===== config.mk =====
export PLATFORM = sky130hd
export DESIGN_NAME = uart_irq_merge
export DESIGN_NICKNAME = d
export VERILOG_FILES = /design/src/rtl/uirq_pkg.sv /design/src/rtl/uirq_ctrl_reg.sv /design/src/rtl/uirq_sticky_flags.sv /design/src/rtl/uirq_req_merge.sv /design/src/rtl/uart_irq_merge.sv
export SDC_FILE = /design/constraint.sdc
export NUM_CORES = 1
export LEC_CHECK = 0
export ABC_AREA = 1
export BUFFER_PORTS_ARGS = -buffer_cell sky130_fd_sc_hd__buf_4
export CAP_MARGIN = 20
export CORE_MARGIN = 5
export CORE_UTILIZATION = 40
export CTS_CLUSTER_DIAMETER = 40
export DETAILED_ROUTE_END_ITERATION = 16
export PLACE_DENSITY_LB_ADDON = 0.2
export REMOVE_ABC_BUFFERS = 1
export SLEW_MARGIN = 20
export SYNTH_ARGS = -nofsm -noshare
export SYNTH_HDL_FRONTEND = slang
export SYNTH_SLANG_ARGS = --single-unit
export TNS_END_PERCENT = 20

===== constraint.sdc =====
create_clock -name clk -period 2.04 [get_ports clk]
set_clock_uncertainty 0.1 [all_clocks]
set_input_delay 0.408 -clock clk [delete_from_list [all_inputs] [get_ports clk]]
set_output_delay 0.408 -clock clk [all_outputs]
set_load 0.01 [all_outputs]

===== src/rtl/uirq_pkg.sv =====
package uirq_pkg;
  localparam int CTRL_W   = 5;
  localparam int STAT_W   = 7;
  localparam int STICKY_N = 4;

  // control bit positions
  localparam int C_TXE  = 0;
  localparam int C_DONE = 1;
  localparam int C_RXF  = 2;
  localparam int C_ERR  = 3;
  localparam int C_TWO  = 4;

  // status bit positions
  localparam int S_TXE  = 0;
  localparam int S_DONE = 1;
  localparam int S_RX1  = 2;
  localparam int S_RX2  = 3;
  localparam int S_PAR  = 4;
  localparam int S_FRM  = 5;
  localparam int S_OVR  = 6;

  // sticky flag index inside the flag vector
  localparam int F_DONE = 0;
  localparam int F_PAR  = 1;
  localparam int F_FRM  = 2;
  localparam int F_OVR  = 3;
endpackage


===== src/rtl/uirq_ctrl_reg.sv =====
module uirq_ctrl_reg #(
  parameter int W = 5
) (
  input  logic         clk,
  input  logic         rst,
  input  logic         we,
  input  logic [W-1:0] din,
  output logic [W-1:0] q,
  output logic [W-1:0] nx
);
  always_comb nx = we ? din : q;

  always_ff @(posedge clk) begin
    if (rst) q <= '0;
    else     q <= nx;
  end
endmodule


===== src/rtl/uirq_sticky_flags.sv =====
module uirq_sticky_flags #(
  parameter int N = 4
) (
  input  logic         clk,
  input  logic         rst,
  input  logic [N-1:0] set_evt,
  input  logic [N-1:0] clr_req,
  output logic [N-1:0] q,
  output logic [N-1:0] nx
);
  for (genvar i = 0; i < N; i++) begin : g_flag
    // a set event overrides a clear on the same edge
    always_comb nx[i] = set_evt[i] | (q[i] & ~clr_req[i]);

    always_ff @(posedge clk) begin
      if (rst) q[i] <= 1'b0;
      else     q[i] <= nx[i];
    end
  end
endmodule


===== src/rtl/uirq_req_merge.sv =====
module uirq_req_merge
  import uirq_pkg::*;
(
  input  logic              clk,
  input  logic              rst,
  input  logic [CTRL_W-1:0] ctrl,
  input  logic              tx_empty,
  input  logic              rx_one,
  input  logic              rx_two,
  input  logic              done_flag,
  input  logic [2:0]        err_flags,
  output logic              irq
);
  logic [3:0] cause;

  always_comb begin
    cause[0] = ctrl[C_TXE]  & tx_empty;
    cause[1] = ctrl[C_DONE] & done_flag;
    cause[2] = ctrl[C_RXF]  & (ctrl[C_TWO] ? rx_two : rx_one);
    cause[3] = ctrl[C_ERR]  & (|err_flags);
  end

  always_ff @(posedge clk) begin
    if (rst) irq <= 1'b0;
    else     irq <= |cause;
  end
endmodule


===== src/rtl/uart_irq_merge.sv =====
module uart_irq_merge
  import uirq_pkg::*;
#(
  parameter int DW = 8,
  parameter int AW = 3
) (
  input  logic          clk,
  input  logic          rst,
  input  logic          reg_wr,
  input  logic [AW-1:0] reg_addr,
  input  logic [DW-1:0] reg_wdata,
  output logic [DW-1:0] reg_rdata,
  input  logic          tx_empty,
  input  logic          tx_busy,
  input  logic [1:0]    rx_level,
  input  logic          par_err,
  input  logic          frm_err,
  input  logic          ovr_err,
  output logic          irq
);
  localparam logic [AW-1:0] CTRL_OFS = AW'(0);
  localparam logic [AW-1:0] STAT_OFS = AW'(4);

  logic                wr_ctrl, wr_stat;
  logic [CTRL_W-1:0]   ctrl_q, ctrl_nx;
  logic [STICKY_N-1:0] flag_q, flag_nx, set_evt, clr_req;
  logic                busy_q, rx_one, rx_two;
  logic [STAT_W-1:0]   stat;
  logic                unused_wdata;

  assign wr_ctrl      = reg_wr && (reg_addr == CTRL_OFS);
  assign wr_stat      = reg_wr && (reg_addr == STAT_OFS);
  assign unused_wdata = ^reg_wdata[DW-1:STAT_W];

  uirq_ctrl_reg #(.W(CTRL_W)) u_ctrl (
    .clk (clk),
    .rst (rst),
    .we  (wr_ctrl),
    .din (reg_wdata[CTRL_W-1:0]),
    .q   (ctrl_q),
    .nx  (ctrl_nx)
  );

  // busy history, no reset needed: only an edge detector
  always_ff @(posedge clk) busy_q <= tx_busy;

  always_comb begin
    set_evt[F_DONE] = busy_q & ~tx_busy;
    set_evt[F_PAR]  = par_err;
    set_evt[F_FRM]  = frm_err;
    set_evt[F_OVR]  = ovr_err;
    clr_req[F_DONE] = wr_stat & reg_wdata[S_DONE];
    clr_req[F_PAR]  = wr_stat & reg_wdata[S_PAR];
    clr_req[F_FRM]  = wr_stat & reg_wdata[S_FRM];
    clr_req[F_OVR]  = wr_stat & reg_wdata[S_OVR];
  end

  uirq_sticky_flags #(.N(STICKY_N)) u_flags (
    .clk     (clk),
    .rst     (rst),
    .set_evt (set_evt),
    .clr_req (clr_req),
    .q       (flag_q),
    .nx      (flag_nx)
  );

  assign rx_one = (rx_level != 2'd0);
  assign rx_two = rx_level[1];

  uirq_req_merge u_req (
    .clk       (clk),
    .rst       (rst),
    .ctrl      (ctrl_nx),
    .tx_empty  (tx_empty),
    .rx_one    (rx_one),
    .rx_two    (rx_two),
    .done_flag (flag_nx[F_DONE]),
    .err_flags ({flag_nx[F_OVR], flag_nx[F_FRM], flag_nx[F_PAR]}),
    .irq       (irq)
  );

  always_comb begin
    stat         = '0;
    stat[S_TXE]  = tx_empty;
    stat[S_DONE] = flag_q[F_DONE];
    stat[S_RX1]  = rx_one;
    stat[S_RX2]  = rx_two;
    stat[S_PAR]  = flag_q[F_PAR];
    stat[S_FRM]  = flag_q[F_FRM];
    stat[S_OVR]  = flag_q[F_OVR];
  end

  always_ff @(posedge clk) begin
    if (rst) reg_rdata <= '0;
    else begin
      case (reg_addr)
        CTRL_OFS: reg_rdata <= DW'(ctrl_q);
        STAT_OFS: reg_rdata <= DW'(stat);
        default:  reg_rdata <= '0;
      endcase
    end
  end
endmodule


==> results of run 1 <==
## state kept, by name, indices dropped and copies added, names as in the netlist
name / flops
busy_q: 1
reg_rdata: 7
u_ctrl.q: 5
u_flags.q: 4
u_req.irq: 1
## metal layers
layer | track usage, % | vias up
met5 | 0 | -
met4 | 2.49 | 0
met3 | 6.09 | 2
met2 | 24.8 | 17
met1 | 13.6 | 316
li1 | - | 371
## worst reg2reg max path, delay by kind of cell, from the launching register on
family / cells / cell delay, ns
buffers and inverters: 1 / 0.05
flip-flops: 1 / 0.34
AND/OR/NAND/NOR: 6 / 0.41
## cell families after synthesis
logic type / Yosys count / share of synthesized area [%]
and+or+nand+nor: 51 / 34.1
DFF: 18 / 46.3
buffers and inverters: 15 / 8.36
AOI/OAI and AO/OA: 14 / 10.8
other: 1 / 0.482
## power breakdown
part / internal, uW / total, uW / switching, uW
sequential: 365 / 370 / 5.47
clock: 109 / 213 / 104
combinational: 44.5 / 95.2 / 50.7
## synth_stat cells
master    number
nand2_1       24
dfxtp_1       18
nor2_1        10
inv_1          9
a21oi_1        8
nand4_1        5
nand2_2        3
nand3_1        3
a21oi_2        2
buf_4          2
inv_2          2
o21ai_0        2
clkbuf_1       1
clkinv_2       1
conb_1         1
nand2_4        1
nand3_2        1
nand3_4        1
nand3b_1       1
nor2_2         1
nor2_8         1
o211ai_1       1
o21ai_2        1
## worst paths after layout
path | from | end | depth (start not counted) | slack (ns)
worst max register to register | u_ctrl.q[4]$_SDFF_PP0_ | u_req.irq$_SDFF_PP0_ | 7 | 1.05
worst min-delay path | tx_busy | busy_q$_DFF_P_ | 1 | 0.13
worst max-delay path | reg_rdata[6]$_SDFF_PP0_ | reg_rdata[6] | 1 | 0.80
worst min register to register | u_flags.q[2]$_SDFF_PP0_ | reg_rdata[5]$_SDFF_PP0_ | 2 | 0.35
## metrics by stage
step	power, uW	utilization [%]	area [um2]	setup slack (ns)	hold slack, ns
after global routing	717	54.3	1030	0.727	0.105
after global placement	472	52.4	996	0.507	0.329
final	678	54.3	1030	0.799	0.128
after floorplan	418	-	759	0.782	0.321
after detailed placement	474	52.4	996	0.470	0.334
after CTS	688	54.3	1030	0.787	0.120
## area by class of cell
| class | count | area share [%] |
|---|---|---|
| clock buffers | 4 | 3.52 |
| flip-flops and latches | 18 | 34.9 |
| repair buffers | 27 | 19.6 |
| well taps | 27 | 3.27 |
| multi-input cells | 66 | 34.2 |
| inverters | 12 | 4.48 |
==> results by group, run 1 <==
Outcome
  – Outcome: completed

Logic synthesis
  – Synth unique cells: 23
  – Number of synthesized register bits: 18
  – Ranking of synthesized cells by area: dfxtp_1 46%, nand2_1 12%, a21oi_1 5.1%, nor2_1 4.8%, inv_1 4.3%
  – Synth warn: 0
  – Register area share after synthesis: 46.3%
  – Netlist Area Pre-Place: 778 um2
  – Post-Syn Area per Cell: 7.86 um2
  – Area share of the largest cell type after synthesis: 46.3%
  – Synth area leader: dfxtp_1
  – Syn Inst Count: 99

Global routing
  – First-pass GRT wire length: 2770 um
  – GRT Residual Overflow: 0
  – Antenna violations before repair: 0
  – Gr usage total: 13.3%
  – Largest net degree at the start of global routing: 16
  – Number of global-route vias before repair: 703

Route
  – Metal1 wirelength: 660 um
  – DRC Markers: 0
  – Met2 wire length: 889 um
  – 1st-iter DRT viols: 4
  – Via/cell ratio: 4.58
  – Final WL: 1690 um
  – WL/cell: 11.0 um
  – Via count: 706
  – Top Metal Used: met4
  – Post-DRT Antenna Nets: 0
  – Met3 WL post-DR: 126 um
  – Pre-Repair DR Iteration Count: 4

Timing
  – Pins Over Slew Limit: 0
  – Final Cycle Share: 60.8%
  – Total Neg Setup Slack: 0 ns
  – Fin crit period: 1.24 ns
  – FMAX: 806 MHz
  – RSZ-0062 raised after global routing: false
  – Final Hold Fails: 0
  – Final setup vio count: 0

Critical path
  – Critical path buffers and inverters: 1
  – Startpoint types: flop
  – Critical-path top delay cell: dfxtp_1
  – Critical Path, Cell by Cell: buf_4
  – CP Capture Type: output pin
  – Largest stage delay on the critical path: 0.31 ns
  – Worst Setup Path Type: flop to output pin
  – CP Max Fanout: 1
  – Cell family with most CP delay: flip-flops
  – Worst path required time: 1.53 ns
  – CP arrival: 0.73 ns

Clocking
  – Insertion delay to the later sink of the worst-skew pair: 0.29 ns
  – Post-CTS sizing: 0
  – Hold-fix buffers, CTS: 0
  – Num CTS Buffers: 3
  – H-tree lvl count: 1
  – CTS Sinks: 18
  – Setup bufs post-CTS: 0
  – CTS tree: yes
  – Clock Tree Buf Depth: 2
  – Worst-path clk slew: 0.10 ns
  – Clock root buffer: clkbuf_4

Floorplan
  – Ports: 30
  – Starting Density: 40.9%
  – Die H: 54.1 um
  – Core area: 1900 um2
  – Die area: 2930 um2
  – FP Rows: 16
  – Chip width: 54.1 um

Placed design
  – I/O Buffers: 27
  – DP HPWL: 1330 um
  – RePlAce Congestion: 0.740
  – Placed cell count: 150

Cells and area
  – Ant diodes: 0
  – Nets: 149
  – Fillers: 188
  – Register area: 360 um2
  – Non-Filler Instances: 154
  – Most frequent cells in the layout: 27 x buf_4, 24 x nand2_1, 18 x dfxtp_1
  – Layout cells sized above 1: 35.4%
  – Area of the multi-input gates: 353 um2
  – Area Growth Syn to Fin: 32.6%
  – Most common cell after layout, fill and taps aside: buf_4

Power and ir drop
  – Worst vdd ir: 359 uV
  – Power per cell area: 657 nW/um2
  – Leak: 0.000477 uW

Run
  – Max-cap violations: 0

Hold path
  – Min-Delay Path Class: input pin to flop
Power figures use the tool's default switching activity.
==> run 2: changes to the inputs <==
- ABC_AREA: 1 -> 0
- clock period: 2.04 -> 1.2 ns (I/O delays scaled with it)
==> run 2 against run 1 <==
Net effect:
- the run now ends with negative setup slack left
- final area up 6.3%
- hold slack worse by 0.072 ns
- first-iteration DRC count increased to 2.5 times the previous value
- sequential share of layout area down 2.1 points
- worst setup slack worse by 1.1 ns
- critical path depth up 6
- critical path type is now input pin to flop
==> results by group, run 2 <==
Route
  – Final WL: 1690 um (+0.24%)
  – DRC Markers: 0 (unchanged)
  – 1st-iter DRT viols: 10 (+6)
  – Post-DRT Antenna Nets: 0 (unchanged)
  – Via/cell ratio: 4.78 (+4.3%)
  – WL/cell: 12.0 um (+9.5%)
  – Via count: 674 (-4.5%)
  – Pre-Repair DR Iteration Count: 4 (unchanged)

Critical path
  – Reg2Reg Depth: 4 (-3)
  – CP arrival: 1.57 ns (+0.84 ns)
  – Startpoint types: input pin
  – Worst path required time: 1.29 ns (-0.24 ns)
  – CP Max Fanout: 2 (+1)
  – Worst Setup Path Type: input pin to flop
  – CP Capture Type: flop

Floorplan
  – Die area: 2700 um2 (-7.8%)
  – Core area: 1710 um2 (-10%)
  – FP Rows: 15 (-1)
  – Ports: 30 (unchanged)
  – Die H: 52.0 um (-4.0%)
  – Chip width: 52.0 um (-4.0%)
  – Starting Density: 41.2% (+0.32 points)

Logic synthesis
  – Netlist Area Pre-Place: 704 um2 (-9.5%)
  – Synth cell count leaders: 18 x dfxtp_1, 15 x nor2_1, 9 x mux2i_1, 3 x a21oi_1, 3 x nand2b_1
  – Synth area leader: dfxtp_1
  – FFs w/ async S/R, synth: 0% (unchanged)
  – Cell with the most instances after synthesis: dfxtp_1
  – Area share of the largest cell type after synthesis: 51.2% (+4.9 points)
  – Top_reg_cell synth: dfxtp_1
  – Syn Inst Count: 72 (-27%)
  – Post-synth EDFFs: 0 (unchanged)
  – Number of synthesized register bits: 18 (unchanged)
  – Ranking of synthesized cells by area: dfxtp_1 51%, mux2i_1 13%, nor2_1 8.0%, nor4b_4 3.4%, nand2b_1 2.7%
  – Synth unique cells: 23 (unchanged)
  – Synth warn: 0 (unchanged)
  – Post-Syn Area per Cell: 9.78 um2 (+24%)
  – Register area share after synthesis: 51.2% (+4.9 points)

Timing
  – Fin crit period: 1.48 ns
  – FMAX: 675 MHz
  – Total Neg Setup Slack: -0.281 ns (-0.281 ns)
  – Final Hold Fails: 0 (unchanged)
  – Final Cycle Share: 123%
  – Final setup vio count: 1 (+1)
  – RSZ-0062 raised after global routing: true
  – Final worst slack: -0.281 ns (-1.08 ns)
  – Pins Over Slew Limit: 0 (unchanged)

Placed design
  – RePlAce Congestion: 0.789 (+6.6%)
  – Placed cell count: 134 (-11%)
  – Cell Area, Placed: 1020 um2 (+2.5%)
  – I/O Buffers: 27 (unchanged)
  – Pre-CTS setup slack: -0.689 ns (-1.16 ns)
  – DP HPWL: 1300 um (-1.7%)

Outcome
  – Failing checks: negative setup slack
  – Outcome: finished, violations left

Cells and area
  – Most common cell after layout, fill and taps aside: buf_4
  – Ant diodes: 0 (unchanged)
  – Final Cell Area: 1100 um2 (+6.3%)
  – Largest register FFs: 7 (unchanged)
  – Layout cells sized above 1: 40.5% (+5.1 points)
  – Nets: 138 (-7.4%)
  – Area Growth Syn to Fin: 55.8%
  – Most frequent cells in the layout: 40 x buf_4, 18 x dfxtp_1, 15 x nor2_1
  – Non-Filler Instances: 141 (-8.4%)
  – Largest reg by FF count: reg_rdata
  – Largest regs: reg_rdata: 7 flops, u_ctrl.q: 5 flops, u_flags.q: 4 flops

Clocking
  – CTS Sinks: 18 (unchanged)
  – H-tree lvl count: 1 (unchanged)
  – Num CTS Buffers: 3 (unchanged)
  – CTS tree: yes
  – Worst-path clk slew: 0.10 ns (about the same)
  – Clock root buffer: clkbuf_4
  – Insertion delay to the later sink of the worst-skew pair: 0.29 ns (about the same)
  – Clock Tree Buf Depth: 2 (unchanged)

Global routing
  – Antenna violations before repair: 0 (unchanged)
  – Gr usage total: 14.2% (+0.88 points)
  – Number of global-route vias before repair: 643 (-8.5%)
  – First-pass GRT wire length: 2750 um (-0.47%)
  – GRT Residual Overflow: 0 (unchanged)
  – Largest net degree at the start of global routing: 14 (-2)

Hold path
  – Hold-critical path depth: 2 (+1)
  – Min-Delay Path Class: input pin to flop

Power and ir drop
  – Leak: 0.000508 uW (+6.6%)
  – Worst vdd ir: 776 uV (+120%)
  – Power per cell area: 1080 nW/um2 (+64%)
  – Total power draw: 1180 uW (+74%)

Run
  – Max-cap violations: 0 (unchanged)
-- run 2: cells by family (layout without fill, tap and decap cells) --
| kind of cell | after synthesis | after routing | synth area share, % |
|---|---|---|---|
| buffers and inverters | 4 | 48 | 2.66 |
| DFF | 18 | 18 | 51.2 |
| muxes | 9 | 9 | 12.8 |
| AOI/OAI and AO/OA | 13 | 13 | 12.3 |
| other | 1 | 1 | 0.532 |
| and+or+nand+nor | 27 | 27 | 20.6 |
-- run 2: critical path, cell delays in order --
cell     delay (ns)
buf_8          0.10
nor4b_4        0.30
buf_4          0.16
mux2i_1        0.08
a21o_1         0.19
a22o_1         0.21
or3_1          0.29
-- run 2: final cells by class --
| class | count | area [um2] |
|---|---|---|
| clock buffers | 4 | 36.3 |
| fillers | 157 | 611 |
| inverters | 1 | 3.75 |
| multi-input cells | 50 | 325 |
| flip-flops and latches | 18 | 360 |
| well taps | 25 | 31.3 |
| repair buffers | 43 | 340 |
-- run 2: report_power, final --
group / switching, uW / leakage, uW / internal (uW) / total (uW)
Clock: 185 / 0.0000210 / 185 / 370
Sequential: 8.39 / 0.000147 / 618 / 627
Combinational: 75.4 / 0.000340 / 110 / 186
Total: 268 / 0.000508 / 914 / 1180
-- run 2: through the flow --
stage / utilization, % / hold slack (ns)
detailed placement: 59.8 / 0.253
finish: 64.2 / 0.0554
global placement: 59.8 / 0.251
floorplan: - / 0.168
global route: 64.2 / 0.0454
CTS: 63.2 / 0.0377
-- run 2: final timing paths --
kind | start | endpoint | slack, ns
max | reg_addr[1] | u_req.irq$_SDFF_PP0_ | -0.28
min | rst | u_ctrl.q[2]$_SDFF_PP0_ | 0.06
max reg2reg | u_ctrl.q[4]$_SDFF_PP0_ | u_req.irq$_SDFF_PP0_ | -0.13
min reg2reg | u_flags.q[2]$_SDFF_PP0_ | reg_rdata[5]$_SDFF_PP0_ | 0.38
-- run 2: what timing repair did --
action	4_1_cts	5_1_grt
endpoints found under the hold margin	1	0
setup buffers	0	2
pin swaps	4	4
resized for setup	3	1
gates cloned	0	0
endpoints found under the setup margin	2	2
hold buffers	1	0
-- run 2: layer usage --
metal  GRT usage, %  routed length, um  part of all wire [%]
met1           16.0                737                    44
met4           3.93                 21                   1.2
met3           6.59                146                   8.6
met2           23.8                785                    46
met5              0                  0                     0
==> run 3: changes to the inputs <==
- CORE_MARGIN: 5 -> unset
- CTS_CLUSTER_SIZE: unset -> 10
==> run 3 against run 2 <==
Net effect:
- the run still ends with negative setup slack left
- register-to-register slack got worse by 0.04 ns
- clock power up 2%
- die area decreased by 28%
- hold slack got worse by 0.0087 ns
- maximum frequency shrank 1.8%
- routed wire length fell by 3.2%
- final area down 2.7%
- largest cell class unchanged
- critical path depth stayed put
==> results by group, run 3 (synthesis results as in run 2) <==
Timing
  – FMAX: 663 MHz (-1.8%)
  – RSZ-0062 raised after global routing: true
  – Total Neg Setup Slack: -0.307 ns (-0.0267 ns)
  – Final setup vio count: 1 (unchanged)
  – Final worst slack: -0.307 ns (-0.0267 ns)
  – Final Cycle Share: 126% (+2.2 points)
  – Fin crit period: 1.51 ns (+0.0267 ns)
  – Final Hold Fails: 0 (unchanged)
  – Pins Over Slew Limit: 0 (unchanged)

Route
  – Post-DRT Antenna Nets: 0 (unchanged)
  – Via/cell ratio: 5.14 (+7.5%)
  – Pre-Repair DR Iteration Count: 6 (+2)
  – DRC Markers: 0 (unchanged)
  – 1st-iter DRT viols: 10 (unchanged)
  – WL/cell: 12.6 um (+5.0%)
  – Via count: 668 (-0.89%)
  – Final WL: 1640 um (-3.2%)

Critical path
  – Critical-path top delay cell: nor4b_4
  – CP Max Fanout: 4 (+2)
  – Worst Setup Path Type: input pin to flop
  – Worst Setup SP: reg_addr[1]
  – CP arrival: 1.60 ns (+0.03 ns)
  – Largest stage delay on the critical path: 0.30 ns (about the same)
  – Startpoint types: input pin
  – Critical Path, Cell by Cell: buf_8, nor4b_4, buf_4, mux2i_1, nor2_1, a22o_1, or3_1
  – Worst path required time: 1.29 ns (about the same)
  – R2r setup slk: -0.17 ns (-0.04 ns)
  – Reg2reg start: u_ctrl.q[4]$_SDFF_PP0_
  – CP Capture Type: flop

Power and ir drop
  – Leak: 0.000499 uW (-1.8%)
  – Total power draw: 1190 uW (+0.57%)
  – Switching part of the total power: 23.3% (+0.55 points)
  – Clock Power Share: 31.9% (+0.6 points)
  – Gate power share: 15.4% (-0.3 points)
  – Power per cell area: 1110 nW/um2 (+3.4%)
  – Worst vdd ir: 831 uV (+7.1%)
  – Cell-internal power: 912 uW (-0.14%)
  – Reg power frac: 52.8% (-0.2 points)
  – NetSw: 276 uW (+3.0%)

Clocking
  – H-tree lvl count: 1 (unchanged)
  – Clock root buffer: clkbuf_4
  – Num CTS Buffers: 3 (unchanged)
  – CTS Sinks: 18 (unchanged)
  – Insertion delay to the later sink of the worst-skew pair: 0.30 ns (about the same)
  – Setup bufs post-CTS: 0 (unchanged)
  – Clock Tree Buf Depth: 2 (unchanged)
  – CTS tree: yes
  – Worst-path clk slew: 0.10 ns (about the same)

Run
  – Max-cap violations: 0 (unchanged)

Cells and area
  – Area Growth Syn to Fin: 51.5%
  – Most frequent cells in the layout: 38 x buf_4, 18 x dfxtp_1, 15 x nor2_1
  – Largest register FFs: 7 (unchanged)
  – Most common cell after layout, fill and taps aside: buf_4
  – Final Cell Area: 1070 um2 (-2.7%)
  – Largest reg by FF count: reg_rdata
  – Non-Filler Instances: 130 (-7.8%)
  – Largest regs: reg_rdata: 7 flops, u_ctrl.q: 5 flops, u_flags.q: 4 flops
  – Fillers: 131 (-17%)
  – Layout cells sized above 1: 39.5% (-1.0 points)
  – Ant diodes: 0 (unchanged)
  – Final Core Density: 67.7% (+3.4 points)
  – Nets: 136 (-1.4%)

Placed design
  – DP HPWL: 1270 um (-2.8%)
  – Placed cell count: 125 (-6.7%)
  – RePlAce Congestion: 0.786 (-0.41%)
  – Cell Area, Placed: 1010 um2 (-1.1%)
  – I/O Buffers: 27 (unchanged)

Floorplan
  – Chip width: 44.0 um (-15%)
  – FP Rows: 14 (-1)
  – Core area: 1580 um2 (-7.7%)
  – Die H: 44.0 um (-15%)
  – Starting Density: 44.7% (+3.4 points)
  – Ports: 30 (unchanged)
  – Die area: 1930 um2 (-28%)

Global routing
  – Antenna violations before repair: 0 (unchanged)
  – Gr usage total: 19.0% (+4.8 points)
  – Number of global-route vias before repair: 645 (+0.31%)
  – Largest net degree at the start of global routing: 14 (unchanged)
  – GRT Residual Overflow: 0 (unchanged)
  – First-pass GRT wire length: 2660 um (-3.3%)

Outcome
  – Failing checks: negative setup slack
  – Outcome: finished, violations left

Hold path
  – Hold path start: rst
  – Min-Delay Path Class: input pin to flop
## run 3: cell types whose count changed in the layout (fill, tap and decap cells not counted), sizes merged
cell  change
buf       -2
## run 3: worst paths after layout
kind | depth (start not counted) | end
setup / recovery | 7 | u_req.irq$_SDFF_PP0_
hold / removal | 2 | u_ctrl.q[2]$_SDFF_PP0_
setup reg to reg | 4 | u_req.irq$_SDFF_PP0_
hold reg to reg | 1 | reg_rdata[5]$_SDFF_PP0_
## run 3: layout make-up
type	count	area, um2	share of cell area (%)
multi-input combinational	50	325	30.5
tap	16	20.0	1.88
timing repair buffer	41	322	30.1
sequential	18	360	33.8
inverter	1	3.75	0.352
clock buffer	4	36.3	3.40
## run 3: per-layer routing
| layer | share of wire, % | global-route usage (%) | vias up | routed length (um) |
|---|---|---|---|---|
| met4 | 1.4 | 7.27 | 0 | 23 |
| met1 | 43 | 21.4 | 302 | 703 |
| met5 | 0 | 0 | - | 0 |
| met2 | 50 | 34.0 | 21 | 825 |
| li1 | - | - | 340 | - |
| met3 | 5.2 | 5.00 | 5 | 85 |
## run 3: what timing repair did
action,in CTS,in global routing
hold buffers,1,0
gates resized for setup,2,1
pin swaps,4,2
setup endpoints to repair,1,1
endpoints found under the hold margin,1,0
## run 3: through the flow
| stage | hold WS, ns | worst slack, ns |
|---|---|---|
| finish | 0.0467 | -0.307 |
| global placement | 0.251 | -0.668 |
| CTS | 0.0416 | -0.308 |
| detailed placement | 0.252 | -0.700 |
| global route | 0.0467 | -0.382 |
| floorplan | 0.168 | -0.603 |
## run 3: power by group through the flow
stage / combinational (uW) / clock (uW) / sequential, uW
floorplan: 53.9 / 0 / 642
global placement: 174 / 0 / 640
detailed placement: 178 / 0 / 641
CTS: 183 / 394 / 628
global route: 199 / 408 / 630
finish: 183 / 379 / 627
## run 3: critical path, delay by kind of cell
kind | cells | cell delay [ns]
muxes | 1 | 0.20
and+or+nand+nor | 3 | 0.68
buffers and inverters | 2 | 0.30
AOI/OAI and AO/OA | 1 | 0.18
